===== config.mk =====
export PLATFORM = sky130hd
export DESIGN_NAME = irq_vec_ctrl
export DESIGN_NICKNAME = d
export VERILOG_FILES = /design/src/rtl/irq_vec_pkg.sv /design/src/rtl/irq_req_latch.sv /design/src/rtl/irq_prio_pick.sv /design/src/rtl/irq_vec_ctrl.sv
export SDC_FILE = /design/constraint.sdc
export NUM_CORES = 1
export LEC_CHECK = 0
export ABC_CLOCK_PERIOD_IN_PS = 13750
export BUFFER_PORTS_ARGS = -buffer_cell sky130_fd_sc_hd__buf_2
export CELL_PAD_IN_SITES_DETAIL_PLACEMENT = 1
export CELL_PAD_IN_SITES_GLOBAL_PLACEMENT = 1
export CORE_MARGIN = 2
export CORE_UTILIZATION = 51
export DETAILED_ROUTE_END_ITERATION = 10
export PLACE_DENSITY = 0.95
export SKIP_CTS_REPAIR_TIMING = 1
export SKIP_LAST_GASP = 1
export SYNTH_ARGS = -nofsm -noshare
export SYNTH_HDL_FRONTEND = slang
export SYNTH_SLANG_ARGS = --single-unit

===== constraint.sdc =====
create_clock -name clk -period 13.75 [get_ports clk]
set_input_delay 2.75 -clock clk [delete_from_list [all_inputs] [get_ports clk]]
set_output_delay 2.75 -clock clk [all_outputs]
set_load 0.01 [all_outputs]

===== src/rtl/irq_vec_pkg.sv =====
package irq_vec_pkg;
    // decode positions inside a write to address 0
    localparam int CFG_BIT  = 4;  // setup word
    localparam int LVL_BIT  = 3;  // setup: level trigger
    localparam int ROT_BIT  = 2;  // setup: rotating priority
    localparam int EOI_BIT  = 5;  // command: retire current interrupt
    localparam int PSEL_BIT = 7;  // command: change priority mode
    localparam int PVAL_BIT = 6;  // command: 1 = rotating

    typedef enum logic {
        PH_FIRST  = 1'b0,
        PH_SECOND = 1'b1
    } ack_phase_e;
endpackage


===== src/rtl/irq_req_latch.sv =====
module irq_req_latch #(
    parameter int N = 8
) (
    input  logic         clk,
    input  logic         rst_n,
    input  logic [N-1:0] lines,
    input  logic         level_mode,
    input  logic [N-1:0] clr,
    input  logic         flush,
    output logic [N-1:0] irr
);
    typedef struct packed {
        logic [N-1:0] irr;
        logic [N-1:0] prev;
    } lat_t;

    lat_t l_d, l_q;

    always_comb begin
        l_d      = l_q;
        l_d.prev = lines;
        if (level_mode) begin
            l_d.irr = lines;
        end else begin
            l_d.irr = (l_q.irr & ~clr) | (lines & ~l_q.prev);
        end
        if (flush) begin
            l_d.irr = '0;
        end
    end

    always_ff @(posedge clk or negedge rst_n) begin
        if (!rst_n) begin
            l_q <= '0;
        end else begin
            l_q <= l_d;
        end
    end

    assign irr = l_q.irr;
endmodule


===== src/rtl/irq_prio_pick.sv =====
module irq_prio_pick #(
    parameter int N  = 8,
    parameter int LW = $clog2(N)
) (
    input  logic [N-1:0]  req,
    input  logic [LW-1:0] start,
    output logic          any,
    output logic [LW-1:0] idx,
    output logic [LW-1:0] rank
);
    logic [LW-1:0] pos;

    always_comb begin
        any  = |req;
        idx  = start;
        rank = '0;
        pos  = start;
        for (int k = N - 1; k >= 0; k--) begin
            pos = start + LW'(k);
            if (req[pos]) begin
                idx  = pos;
                rank = LW'(k);
            end
        end
    end
endmodule


===== src/rtl/irq_vec_ctrl.sv =====
module irq_vec_ctrl
    import irq_vec_pkg::*;
#(
    parameter int N_IRQ = 8,
    parameter int DW    = 8
) (
    input  logic          clk,
    input  logic          rst_n,
    input  logic          bus_wr,
    input  logic          bus_rd,
    input  logic          bus_addr,
    input  logic [DW-1:0] bus_wdata,
    output logic [DW-1:0] bus_rdata,
    input  logic [N_IRQ-1:0] irq_line,
    output logic          intr_o,
    input  logic          ack_pulse,
    output logic          vec_oe,
    output logic [DW-1:0] vec_data
);
    localparam int LW = $clog2(N_IRQ);

    typedef struct packed {
        logic [N_IRQ-1:0] mask;
        logic [N_IRQ-1:0] isr;
        logic [DW-1:0]    base;
        logic             base_next;
        logic             level;
        logic             rotate;
        logic [LW-1:0]    lowest;
        ack_phase_e       phase;
        logic [LW-1:0]    sel;
        logic             sel_ok;
    } st_t;

    st_t st_d, st_q;

    logic [N_IRQ-1:0] irr_q;
    logic [N_IRQ-1:0] clr_d;
    logic             flush_d;
    logic [N_IRQ-1:0] pend;
    logic [LW-1:0]    start;
    logic             p_any, s_any;
    logic [LW-1:0]    p_idx, s_idx, p_rank, s_rank;
    logic             grant_ok;
    logic             first_p, second_p;
    logic             wr_cmd, wr_dat;

    irq_req_latch #(.N(N_IRQ)) req_i (
        .clk       (clk),
        .rst_n     (rst_n),
        .lines     (irq_line),
        .level_mode(st_q.level),
        .clr       (clr_d),
        .flush     (flush_d),
        .irr       (irr_q)
    );

    assign pend  = irr_q & ~st_q.mask;
    assign start = st_q.rotate ? LW'(st_q.lowest + LW'(1)) : '0;

    irq_prio_pick #(.N(N_IRQ), .LW(LW)) pend_pick_i (
        .req  (pend),
        .start(start),
        .any  (p_any),
        .idx  (p_idx),
        .rank (p_rank)
    );

    irq_prio_pick #(.N(N_IRQ), .LW(LW)) isr_pick_i (
        .req  (st_q.isr),
        .start(start),
        .any  (s_any),
        .idx  (s_idx),
        .rank (s_rank)
    );

    assign grant_ok = p_any && (!s_any || (p_rank < s_rank));
    assign first_p  = ack_pulse && (st_q.phase == PH_FIRST);
    assign second_p = ack_pulse && (st_q.phase == PH_SECOND);
    assign wr_cmd   = bus_wr && !bus_addr;
    assign wr_dat   = bus_wr && bus_addr;

    always_comb begin
        st_d    = st_q;
        clr_d   = '0;
        flush_d = 1'b0;

        // acknowledge handshake
        if (first_p) begin
            st_d.phase  = PH_SECOND;
            st_d.sel    = p_idx;
            st_d.sel_ok = grant_ok;
            if (grant_ok) begin
                st_d.isr[p_idx] = 1'b1;
                clr_d[p_idx]    = 1'b1;
            end
        end
        if (second_p) begin
            st_d.phase = PH_FIRST;
        end

        // command / setup port
        if (wr_cmd) begin
            if (bus_wdata[CFG_BIT]) begin
                st_d.level     = bus_wdata[LVL_BIT];
                st_d.rotate    = bus_wdata[ROT_BIT];
                st_d.lowest    = '1;
                st_d.isr       = '0;
                st_d.base_next = 1'b1;
                flush_d        = 1'b1;
            end else begin
                if (bus_wdata[EOI_BIT] && s_any) begin
                    st_d.isr[s_idx] = 1'b0;
                    if (st_q.rotate) begin
                        st_d.lowest = s_idx;
                    end
                end
                if (bus_wdata[PSEL_BIT]) begin
                    st_d.rotate = bus_wdata[PVAL_BIT];
                end
            end
        end

        // mask / base port
        if (wr_dat) begin
            if (st_q.base_next) begin
                st_d.base      = bus_wdata;
                st_d.base_next = 1'b0;
            end else begin
                st_d.mask = bus_wdata[N_IRQ-1:0];
            end
        end
    end

    always_ff @(posedge clk or negedge rst_n) begin
        if (!rst_n) begin
            st_q.mask      <= '1;
            st_q.isr       <= '0;
            st_q.base      <= '0;
            st_q.base_next <= 1'b0;
            st_q.level     <= 1'b0;
            st_q.rotate    <= 1'b0;
            st_q.lowest    <= '1;
            st_q.phase     <= PH_FIRST;
            st_q.sel       <= '0;
            st_q.sel_ok    <= 1'b0;
        end else begin
            st_q <= st_d;
        end
    end

    assign intr_o    = grant_ok;
    assign vec_oe    = second_p;
    assign vec_data  = second_p ?
                       DW'(st_q.base + DW'(st_q.sel_ok ? st_q.sel : LW'(N_IRQ - 1))) : '0;
    assign bus_rdata = (bus_rd && bus_addr) ? DW'(st_q.mask) : '0;
endmodule


Word-level counts from Yosys, hierarchy flattened
Index checks and enable logic that the tools add are counted.
W data, S select, Z words.
Operators by class
  reduce and logical (&&, ||, !) cells: 23
  order comparisons: 13
  mux-type cells: 93
  bitwise gates (word level): 12
  add/subtract/negate cells: 9
Operators with widths (count)
  $mux W3: 36
  $mux W8: 11
  $bmux W1 S3: 16
  $lt A3 B4 Y1 const B: 10
  $and A8 B8 Y8: 4
  $not A8 Y8: 4
  $mux W1: 24
  $or A8 B8 Y8: 2
  $reduce_or A8 Y1: 2
  $add A3 B3 Y3 const B: 4
  $logic_and A1 B1 Y1: 9
  $add A8 B3 Y8: 1
  $reduce_and A2 Y1: 4
  $reduce_bool A2 Y1: 4
  $add A3 B1 Y3 const B: 2
  $add A3 B2 Y3 const B: 2
  $demux W1 S3: 2
  $ge A3 B1 Y1 const B: 2
  $mux W6: 1
  $mux W5: 1
  $mux W4: 1
  $lt A3 B3 Y1: 1
  $reduce_and A3 Y1: 1
  $logic_not A1 Y1: 2
  3 further kinds: 4
Storage, ports and cells
  logic and storage cells: 162
  bits of input ports: 22
  flip-flop bits (word level): 51

Longest topological paths before layout
Gate-level depths: netlist (run 1).
  word-level depth: 24
  depth in mapped cells: 21

Hierarchy
Synthesis (run 1) repeated with hierarchy kept, for this count alone.
Second synthesis, totals
  cell total of the unflattened synthesis: 427
  area total of the unflattened synthesis: 4240.3 µm²
By module, submodules not included
  irq_vec_ctrl: instances 1, area each 1958.1 µm², cells an instance 191
  irq_prio_pick: instances 2, area each 769.5 µm², cells an instance 89
  irq_req_latch: instances 1, area each 743.2 µm², cells an instance 58

Least setup slack after synthesis (run 1)
No wires, ideal clock.
  kind: register to output
  from: register st_q[5] (netlist name)
  to: output intr_o
  setup slack: 6.904 ns
  stages on the path, launching flop included: 18
  path buffers: 2
  arrival time: 4.096 ns
  cells stage by stage: dfstp_2 > ha_1 > and2_1 > buf_2 > inv_1 > buf_1 > ha_1 > a21boi_0 > nor2_4 > mux4_2 > or2_2 > inv_1 > a21oi_1 > ha_1 > a21o_1 > a21oi_1 > inv_1 > nor2_1
On the way
  cells in the longest elaborated chain, start to end: 16
  elaborated cells on any way between the ends: 60
  those cells by class: add/sub: 8; order compare: 1; mux: 49; reduce/logical: 2
RTL lines
  start: declaration: line irq_vec_ctrl.sv:35  | st_t st_d, st_q;
  start signal: assignment: line irq_vec_ctrl.sv:148  | st_q <= st_d;
  $add A3 B1 Y3 *: line irq_vec_ctrl.sv:59  | assign start = st_q.rotate ? LW'(st_q.lowest + LW'(1)) : '0;
  $mux W3 *: line irq_vec_ctrl.sv:59
  $add A3 B3 Y3: line irq_prio_pick.sv:19  | pos = start + LW'(k);
  $bmux W1 S3: line irq_prio_pick.sv:20  | if (req[pos]) begin
  $mux W1 (implied by the code): line irq_prio_pick.sv:20
  $mux W3 (8 in a row): line irq_prio_pick.sv:20
  $lt A3 B3 Y1 *: line irq_vec_ctrl.sv:77  | assign grant_ok = p_any && (!s_any || (p_rank < s_rank));
  $logic_or A1 B1 Y1 *: line irq_vec_ctrl.sv:77
  $logic_and A1 B1 Y1 *: line irq_vec_ctrl.sv:77
  end: declaration: line irq_vec_ctrl.sv:15  | output logic intr_o,
Mark *: on every way between the ends. The rest lies on a longest branch, timed or not. The select of a mux whose other input is x is not followed.

Worst setup path after layout (run 1)
Same ends and word-level chain as after synthesis.

==> results of run 1 <==
[power groups by stage]
stage / clock [uW] / sequential [uW] / combinational (uW)
after floorplan: 0 / 217 / 580
after global placement: 0 / 229 / 735
after detailed placement: 0 / 233 / 787
after CTS: 110 / 231 / 800
after global routing: 115 / 237 / 880
final: 109 / 233 / 820
[stage by stage]
stage / total power, uW / hold WS [ns] / util, %
global route: 1230 / 0.516 / 56.9
detailed placement: 1020 / 0.471 / 55.5
CTS: 1140 / 0.492 / 56.9
finish: 1160 / 0.487 / 56.9
global placement: 963 / 0.458 / 55.5
floorplan: 797 / 0.441 / -
[path summary, 6_finish.rpt]
path / start / endpoint / slack [ns] / depth (start not counted)
setup / recovery: st_q[5]$_DFFE_PN1P_ / intr_o / 5.82 / 15
hold / removal: st_q[3]$_DFFE_PN0P_ / st_q[3]$_DFFE_PN0P_ / 0.49 / 2
setup reg to reg: st_q[5]$_DFFE_PN1P_ / req_i.irr[7]$_DFF_PN0_ / 8.01 / 16
hold reg to reg: st_q[3]$_DFFE_PN0P_ / st_q[3]$_DFFE_PN0P_ / 0.49 / 2
max in group asynchronous: rst_n / req_i.irr[6]$_DFF_PN0_ / 10.43 / 1
min in group asynchronous: rst_n / st_q[17]$_DFFE_PN0P_ / 2.63 / 1
[metal layers]
metal	global-route usage, %	vias to the layer above
li1	-	1766
met1	40.5	2009
met2	52.3	206
met3	4.31	53
met4	17.5	0
met5	0	-
[worst reg2reg max path, cell delays in order (launching register included)]
cell and delay (ns):
dfstp_2 0.56, ha_1 0.15, and2_1 0.63, inv_1 0.52, ha_1 0.42, a21boi_0 0.23
nor2_4 0.29, mux2i_1 0.31, nand3_1 0.19, o31ai_1 0.50, ha_1 0.34, a21o_1 0.17
a21oi_1 0.14, inv_1 0.09, nor4_1 0.61, nor2b_1 0.31, o22ai_1 0.13
[flip-flops by register name, indices dropped and copies added (netlist names)]
register	cells
req_i.l_q	8
req_i.irr	8
st_q	35
[area by class of cell]
| class | count | area, sq um |
|---|---|---|
| clock buffers | 5 | 68.8 |
| flip-flops and latches | 51 | 1290 |
| multi-input cells | 373 | 2870 |
| clock inverters | 3 | 47.5 |
| well taps | 105 | 131 |
| inverters | 19 | 73.8 |
| repair buffers | 39 | 195 |
| fillers | 937 | 3540 |
[cells in the final DEF, fill, tap and decap left out, types with 14 or more instances in the layout]
cell      Yosys  layout
nor2b_1      15      15
o21ai_0      26      26
mux2_2       27      27
nand2_1      40      40
nand2b_1     14      14
buf_2         3      39
inv_1        18      18
mux2i_1      43      43
dfrtp_1      40      40
nor2_1       28      28
[logic make-up (layout without fill, tap and decap cells)]
logic type	count (synthesis)	count (layout)	synth area share (%)
adder cells (fa/ha/maj)	9	9	2.78
multiplexers	83	83	23.6
buffers and inverters	36	66	3.71
AO/OA/AOI/OAI	107	107	17.6
AND/OR/NAND/NOR	165	165	20.3
flip-flops	51	51	29.9
XOR/XNOR	9	9	2.17
==> reports/metrics.csv, run 1 <==
metric;value;unit
status;finished clean;
sw frac;51.4;%
setup_tns;0;ns
Warnings, synthesis;0;
min-delay worst type;register to register;
Setup WS pre-CTS;6.24;ns
Die Area;9220;sq um
Mapped Cells;460;
Flop pwr share;20.0;%
Vias/cell;6.78;
GPL Wtd Cong;0.982;
Port-buffer cells;39;
Finish-stage setup viols;0;
crit path kind;register to output pin;
crit path DAT;5.18;ns
layout cells sized above 1;23.3;%
Top cell by count, worst path;ha_1;
synthesized area;4320;sq um
top cells by area, synth;dfrtp_1, mux2i_1, mux2_2, dfstp_2, mux4_2;
Unique masters post-synth;69;
clk sinks;51;
nature of the critical path startpoint;register;
most frequent cell after synthesis;mux2i_1;
first-pass GRT wire length;22.3;mm
Max stage delay on crit path;0.63;ns
die width;96.0;um
GRT overflow;0;
routed wire length;13.9;mm
crit path time final;7.93;ns
clk root buf;clkbuf_8;
DRC violations left;0;
Crit. End Element;output pin;
DRT antenna net count;0;
CTS tree;done;
Post-DP HPWL;10.3;mm
io pins;40;
DR WL met2;6.66;mm
final hold vios;0;
RSZ-0062 raised after global routing;false;
DR top layer;met4;
slew of the pin with the lowest slew margin;1.12;ns
Synth area leader;dfrtp_1;
Final #Nets;520;
Cell Rows;33;
Buf/Inv on CP;3;
crit path cell chain;ha_1 -> and2_1 -> inv_1 -> ha_1 -> a21boi_0 -> nor2_4 -> mux2i_1 -> nand3_1 -> o31ai_1 -> ha_1 -> a21o_1 -> a21oi_1 -> inv_1 -> nor2_1 -> buf_2;
vias;4034;
placed cell count;587;
fmax;0.126;GHz
Worst-path clk slew;0.10;ns
internal power;565;uW
Setup WS post-layout;5.82;ns
Post-Syn Area per Cell;9.39;sq um
period utilization;57.7;%
PwrDens;249;nW/um^2
DR iter-0 viols;228;
Die H;96.0;um
syn nets;491;
relative max-transition margin;25.2;%
Comb pwr share;70.6;%
H-tree levels;2;
antenna cells;0;
first-pass iteration count of the detailed router;5;
EDFF count, synth;0;
Area Overhead vs Synth;8.26;%
placement-stage cell area;4560;sq um
final instance area;4670;sq um
initial antenna violation count;0;
top cells by count, synth;mux2i_1, dfrtp_1, nand2_1, nor2_1, mux2_2;
met3 WL;865;um
Worst VDD drop;0.000113;V
synthesized flop and latch total;51;
Placeable Area;8220;sq um
prevailing post-synth register cell;dfrtp_1;
sw power;597;uW
largest net degree at the start of global routing;52;
final std cells w/o fill;595;
Clock Tree Buf Depth;2;
wire per inst;23.3;um
area fraction of the dominant cell type after synthesis;23.2;%
vias in the first global route;4247;
gr usage total;31.8;%
met1 wire length;5.65;mm
CTS buffer count;5;
clk_skew;0.00793;ns
worst skew pair latency;0.32;ns
P_leak;0.00217;uW
Required @ worst endpoint;11.00;ns
effective utilization at floorplan;52.6;%
Max Fanout on Critical Path;19;
Clock power frac;9.4;%
FFs w/ async S/R, synth;100;%
maxcap violations;0;
Top delay family on crit path;simple AND/OR/NAND/NOR gates;
Seq/Total Area, Yosys;29.9;%
critical path's slowest cell;and2_1;
max-slew violations;0;
Note: power is estimated with default switching activity, not from simulation.
==> run 2, diff against run 1 <==
- ABC_AREA: unset -> 1
- ABC_CLOCK_PERIOD_IN_PS: 13750 -> 7800
- CORE_UTILIZATION: 51 -> 42
- PLACE_DENSITY: 0.95 -> 0.91
- clock period: 13.75 -> 7.8 ns (I/O delays scaled with it)
==> run 2 against run 1 <==
  * Utilization down 10 points
  * Die area up 11%
  * Sequential power up 73%
  * Critical endpoint unchanged
  * First-iteration DRC count down 27%
  * Highest routed layer unchanged
  * Clock power up 59%
  * Total power up 91%
==> reports/metrics.csv, run 2 <==
metric;value;unit
DRT antenna net count;0;
most frequent cell after synthesis;nand2_1;
Top delay family on crit path;adder cells;
Crit. End Element;output pin;
PwrDens;515;nW/um^2
met1 usage;34.3;%
effective utilization at floorplan;43.1;%
P_leak;0.00238;uW
Die Area;10200;sq um
top cells by area, synth;dfrtp_1, nand2_1, dfstp_2, nor2_1, inv_1;
sw power;1330;uW
Port-buffer cells;39;
antenna cells;0;
M3 GR Usage;3.12;%
setup_tns;0;ns
Max stage delay on crit path;0.60;ns
crit path DAT;4.38;ns
crit path kind;register to output pin;
relative max-transition margin;52.8;%
r2r worst-path depth;18;
GPL Wtd Cong;0.978;
worst hold start;st_q[28]$_DFFE_PN1P_;
Unique masters post-synth;43;
met2 Use GR;49.4;%
first-pass GRT wire length;22.2;mm
initial antenna violation count;0;
Cell Rows;35;
final hold vios;0;
clk_skew;0.0114;ns
io pins;40;
most frequent cells in the layout;nand2_1, nor2_1, inv_1, nand3_1, dfrtp_1;
Clock Tree Buf Depth;2;
Largest register FFs;35;
DR iter-0 viols;166;
wire per inst;17.4;um
EDFF count, synth;0;
gr usage total;27.7;%
internal power;894;uW
RR Endpoint;req_i.irr[5]$_DFF_PN0_;
maxcap violations;0;
Required @ worst endpoint;6.24;ns
clk root buf;clkbuf_8;
worst hold slack;0.511;ns
crit path time final;5.94;ns
routed wire length;13.4;mm
nature of the critical path startpoint;register;
Flop pwr share;18.1;%
Clock power frac;7.8;%
Area Overhead vs Synth;9.00;%
first-pass iteration count of the detailed router;4;
RSZ-0062 raised after global routing;false;
largest net degree at the start of global routing;52;
Warnings, synthesis;0;
clk sinks;51;
synthesized flop and latch total;51;
CTS buffer count;5;
r2r setup slk;3.41;ns
FF-to-FF Start;st_q[5]$_DFFE_PN1P_;
Worst VDD drop;0.000165;V
top cells by count, synth;nand2_1, nor2_1, inv_1, nand3_1, dfrtp_1;
fmax;0.168;GHz
Buf/Inv on CP;3;
Post-DP HPWL;10.5;mm
prevailing post-synth register cell;dfrtp_1;
hold path depth;2;
Finish-stage setup viols;0;
crit path from;st_q[5]$_DFFE_PN1P_;
period utilization;76.1;%
Seq/Total Area, Yosys;32.6;%
busiest grt layer;met2;
die width;101;um
most common cell after layout, fill and taps aside;nand2_1;
vias;4252;
Vias/cell;5.52;
Top cell by count, worst path;ha_1;
area fraction of the dominant cell type after synthesis;25.3;%
synthesized area;3960;sq um
CTS tree;done;
Synth area leader;dfrtp_1;
layout cells sized above 1;13.7;%
Post-Syn Area per Cell;6.35;sq um
crit path cell chain;ha_1 -> nand2_4 -> clkinv_2 -> ha_1 -> inv_1 -> nand3_1 -> nand2_1 -> nor2_1 -> nor2_1 -> nand2_1 -> a311oi_1 -> ha_1 -> a21oi_1 -> nand2_2 -> a21boi_1 -> buf_2;
Mapped Cells;624;
syn nets;655;
sw frac;59.8;%
min-delay worst type;register to register;
hold endpoint;st_q[28]$_DFFE_PN1P_;
max-slew violations;0;
Final #Nets;689;
slew of the pin with the lowest slew margin;0.705;ns
Comb pwr share;74.1;%
H-tree levels;2;
FFs w/ async S/R, synth;100;%
Die H;101;um
GRT overflow;0;
Top reg by flops;st_q;
DRC violations left;0;
Placeable Area;9200;sq um
worst skew pair latency;0.32;ns
critical path's slowest cell;dfstp_2;
vias in the first global route;4540;
status;finished clean;
Max Fanout on Critical Path;18;
Worst-path clk slew;0.11;ns
run 2: worst max path at each step:
stage                  end  cells past startpoint
floorplan           intr_o                     17
global placement    intr_o                     16
detailed placement  intr_o                     17
CTS                 intr_o                     17
global route        intr_o                     16
finish              intr_o                     16
run 2: cell families (layout without fill, tap and decap cells):
kind of cell    after synthesis  in the layout  synth area share (%)
simple gates                387            387                  42.1
buf+inv                      92            127                  9.73
compound gates               84             84                  12.2
flops                        51             51                  32.6
fa+ha+maj                     9              9                  3.03
xor+xnor                      1              1                 0.411
run 2: final cells by class:
class / instances / area, sq um
multi-input cells: 481 / 2280
fillers: 1283 / 4880
flip-flops and latches: 51 / 1290
inverters: 79 / 298
well taps: 111 / 139
clock buffers: 5 / 68.8
clock inverters: 3 / 33.8
repair buffers: 40 / 203
run 2: per-layer routing:
layer / up-vias / part of all wire, %
met5: - / 0
met4: 0 / 3.3
met3: 33 / 3.5
met2: 93 / 50
met1: 2085 / 43
li1: 2041 / -
run 2: tightest hold or removal path: stages (launching register included):
cell     delay, ns
dfstp_2       0.38
nand2_1       0.05
o21ai_0       0.07
run 2: metrics by stage:
step | setup WS, ns | std cells | utilization (%) | power, uW | instance area (sq um)
3_5_place_dp | 2.19 | 762 | 45.8 | 2030 | 4210
6_report | 1.86 | 770 | 46.9 | 2220 | 4320
2_1_floorplan | 2.92 | 624 | - | 1590 | 3960
3_3_place_gp | 2.42 | 762 | 45.8 | 1940 | 4210
4_1_cts | 1.82 | 770 | 46.9 | 2210 | 4320
5_1_grt | 1.44 | 770 | 46.9 | 2440 | 4320
run 2: power groups by stage:
stage	Sequential, uW	Combinational, uW	Clock (uW)
after floorplan	379	1210	0
after global placement	396	1540	0
after detailed placement	404	1620	0
after CTS	401	1640	175
after global routing	409	1850	186
final	403	1650	173
==> run 3, diff against run 2 <==
- ABC_CLOCK_PERIOD_IN_PS: 7800 -> 5800
- clock period: 7.8 -> 5.8 ns (I/O delays scaled with it)
==> run 3 against run 2 <==
  * Sequential power is 34% higher
  * Die area is the same
  * Global-route usage decreased by 0.49 points
  * Sequential share of layout area about the same
  * Clock skew hardly changed
  * Largest power group unchanged
  * Highest routed layer unchanged
==> reports/metrics.csv, run 3 (synthesized netlist as in run 2, its figures left out) <==
metric;value;unit
DRC violations left;0;
Placeable Area;9200;sq um
vias in the first global route;4487;
sw frac;59.7;%
H-tree levels;2;
PwrDens;692;nW/um^2
Flop pwr share;18.1;%
CTS tree;done;
Worst VDD drop;0.000211;V
CTS buffer count;5;
Max stage delay on crit path;0.60;ns
DR iter-0 viols;139;
most frequent cells in the layout;nand2_1, nor2_1, inv_1, nand3_1, dfrtp_1;
Required @ worst endpoint;4.64;ns
layout cells sized above 1;13.8;%
largest net degree at the start of global routing;52;
nature of the critical path startpoint;register;
Final #Nets;689;
GRT overflow;0;
worst skew pair latency;0.32;ns
Largest register FFs;35;
initial antenna violation count;0;
Cell Rows;35;
vias;4211;
effective utilization at floorplan;43.1;%
crit path cell chain;ha_1 -> nand2_4 -> clkinv_2 -> ha_2 -> inv_1 -> nand3_1 -> nand2_1 -> nor2_1 -> nor2_1 -> nand2_1 -> a311oi_1 -> ha_1 -> a21oi_1 -> nand2_2 -> a21boi_1 -> buf_2;
internal power;1210;uW
worst hold slack;0.514;ns
P_leak;0.00238;uW
crit path time final;5.39;ns
Die H;101;um
fmax;0.185;GHz
most common cell after layout, fill and taps aside;nand2_1;
max-slew violations;0;
Storage cell area;1290;sq um
Post-DP HPWL;10.4;mm
Finish-stage setup viols;0;
antenna cells;0;
routed wire length;13.0;mm
min-delay worst type;register to register;
Core Util, Final;47.0;%
Max Fanout on Critical Path;18;
gr usage total;27.2;%
maxcap violations;0;
period utilization;93.0;%
Setup WS post-layout;0.407;ns
Filler Cell Count;1271;
crit path kind;register to output pin;
Setup WS pre-CTS;0.628;ns
Area Overhead vs Synth;9.07;%
status;finished clean;
Clock Tree Buf Depth;2;
slew of the pin with the lowest slew margin;0.732;ns
setup_tns;0;ns
Worst-path clk slew;0.11;ns
Die Area;10200;sq um
Comb pwr share;74.2;%
DRT antenna net count;0;
first-pass GRT wire length;21.9;mm
Multi-input gate area;2290;sq um
first-pass iteration count of the detailed router;4;
clk root buf;clkbuf_8;
critical path's slowest cell;dfstp_2;
placed cell count;762;
Clock power frac;7.8;%
relative max-transition margin;51.0;%
sw power;1780;uW
Top reg by flops;st_q;
Port-buffer cells;39;
RSZ-0062 raised after global routing;false;
io pins;40;
final std cells w/o fill;770;
GPL Wtd Cong;0.978;
Crit. End Element;output pin;
die width;101;um
wire per inst;16.9;um
crit path DAT;4.23;ns
Vias/cell;5.47;
final hold vios;0;
clk_skew;0.0110;ns
clk sinks;51;
## run 3: per-stage QoR
step	power, uW	area, sq um
global placement	2610	4210
global route	3290	4320
finish	2990	4320
detailed placement	2730	4210
CTS	2980	4320
floorplan	2140	3960
## run 3: per-layer routing
metal | vias to the layer above | wire length [um] | GRT usage [%] | share of wire (%)
met4 | 0 | 410 | 9.98 | 3.2
met2 | 92 | 6490 | 48.1 | 50
met1 | 2054 | 5610 | 33.8 | 43
met3 | 25 | 500 | 3.54 | 3.8
met5 | - | 0 | 0 | 0
li1 | 2040 | - | - | -
## run 3: power by group through the flow
| stage | clock (uW) | sequential (uW) | combinational (uW) |
|---|---|---|---|
| 2_1_floorplan | 0 | 509 | 1630 |
| 3_3_place_gp | 0 | 533 | 2080 |
| 3_5_place_dp | 0 | 543 | 2190 |
| 4_1_cts | 233 | 538 | 2210 |
| 5_1_grt | 249 | 551 | 2490 |
| 6_report | 232 | 540 | 2220 |
## run 3: final cells by class
| class | count | share of cell area [%] |
|---|---|---|
| Clock buffer | 5 | 1.59 |
| Clock inverter | 3 | 0.782 |
| Inverter | 79 | 6.89 |
| Multi-Input combinational cell | 481 | 53.0 |
| Sequential cell | 51 | 29.9 |
| Tap cell | 111 | 3.22 |
| Timing Repair Buffer | 40 | 4.69 |
## run 3: path summary, 6_finish.rpt
kind,start,endpoint,slack [ns],depth (start not counted)
setup / recovery,st_q[5]$_DFFE_PN1P_,intr_o,0.41,16
hold / removal,st_q[28]$_DFFE_PN1P_,st_q[28]$_DFFE_PN1P_,0.51,2
setup reg to reg,st_q[5]$_DFFE_PN1P_,req_i.irr[5]$_DFF_PN0_,1.56,18
hold reg to reg,st_q[28]$_DFFE_PN1P_,st_q[28]$_DFFE_PN1P_,0.51,2
max in group asynchronous,rst_n,st_q[23]$_DFF_PN0_,4.42,2
min in group asynchronous,rst_n,req_i.l_q[1]$_DFF_PN0_,0.93,2
## run 3: critical path: cells and delay by family (launching register included)
family	cells	cell delay, ns
and+or+nand+nor	7	0.93
DFF	1	0.60
AOI/OAI and AO/OA	3	0.60
adders and majority gates	3	1.03
buffers and inverters	3	0.76
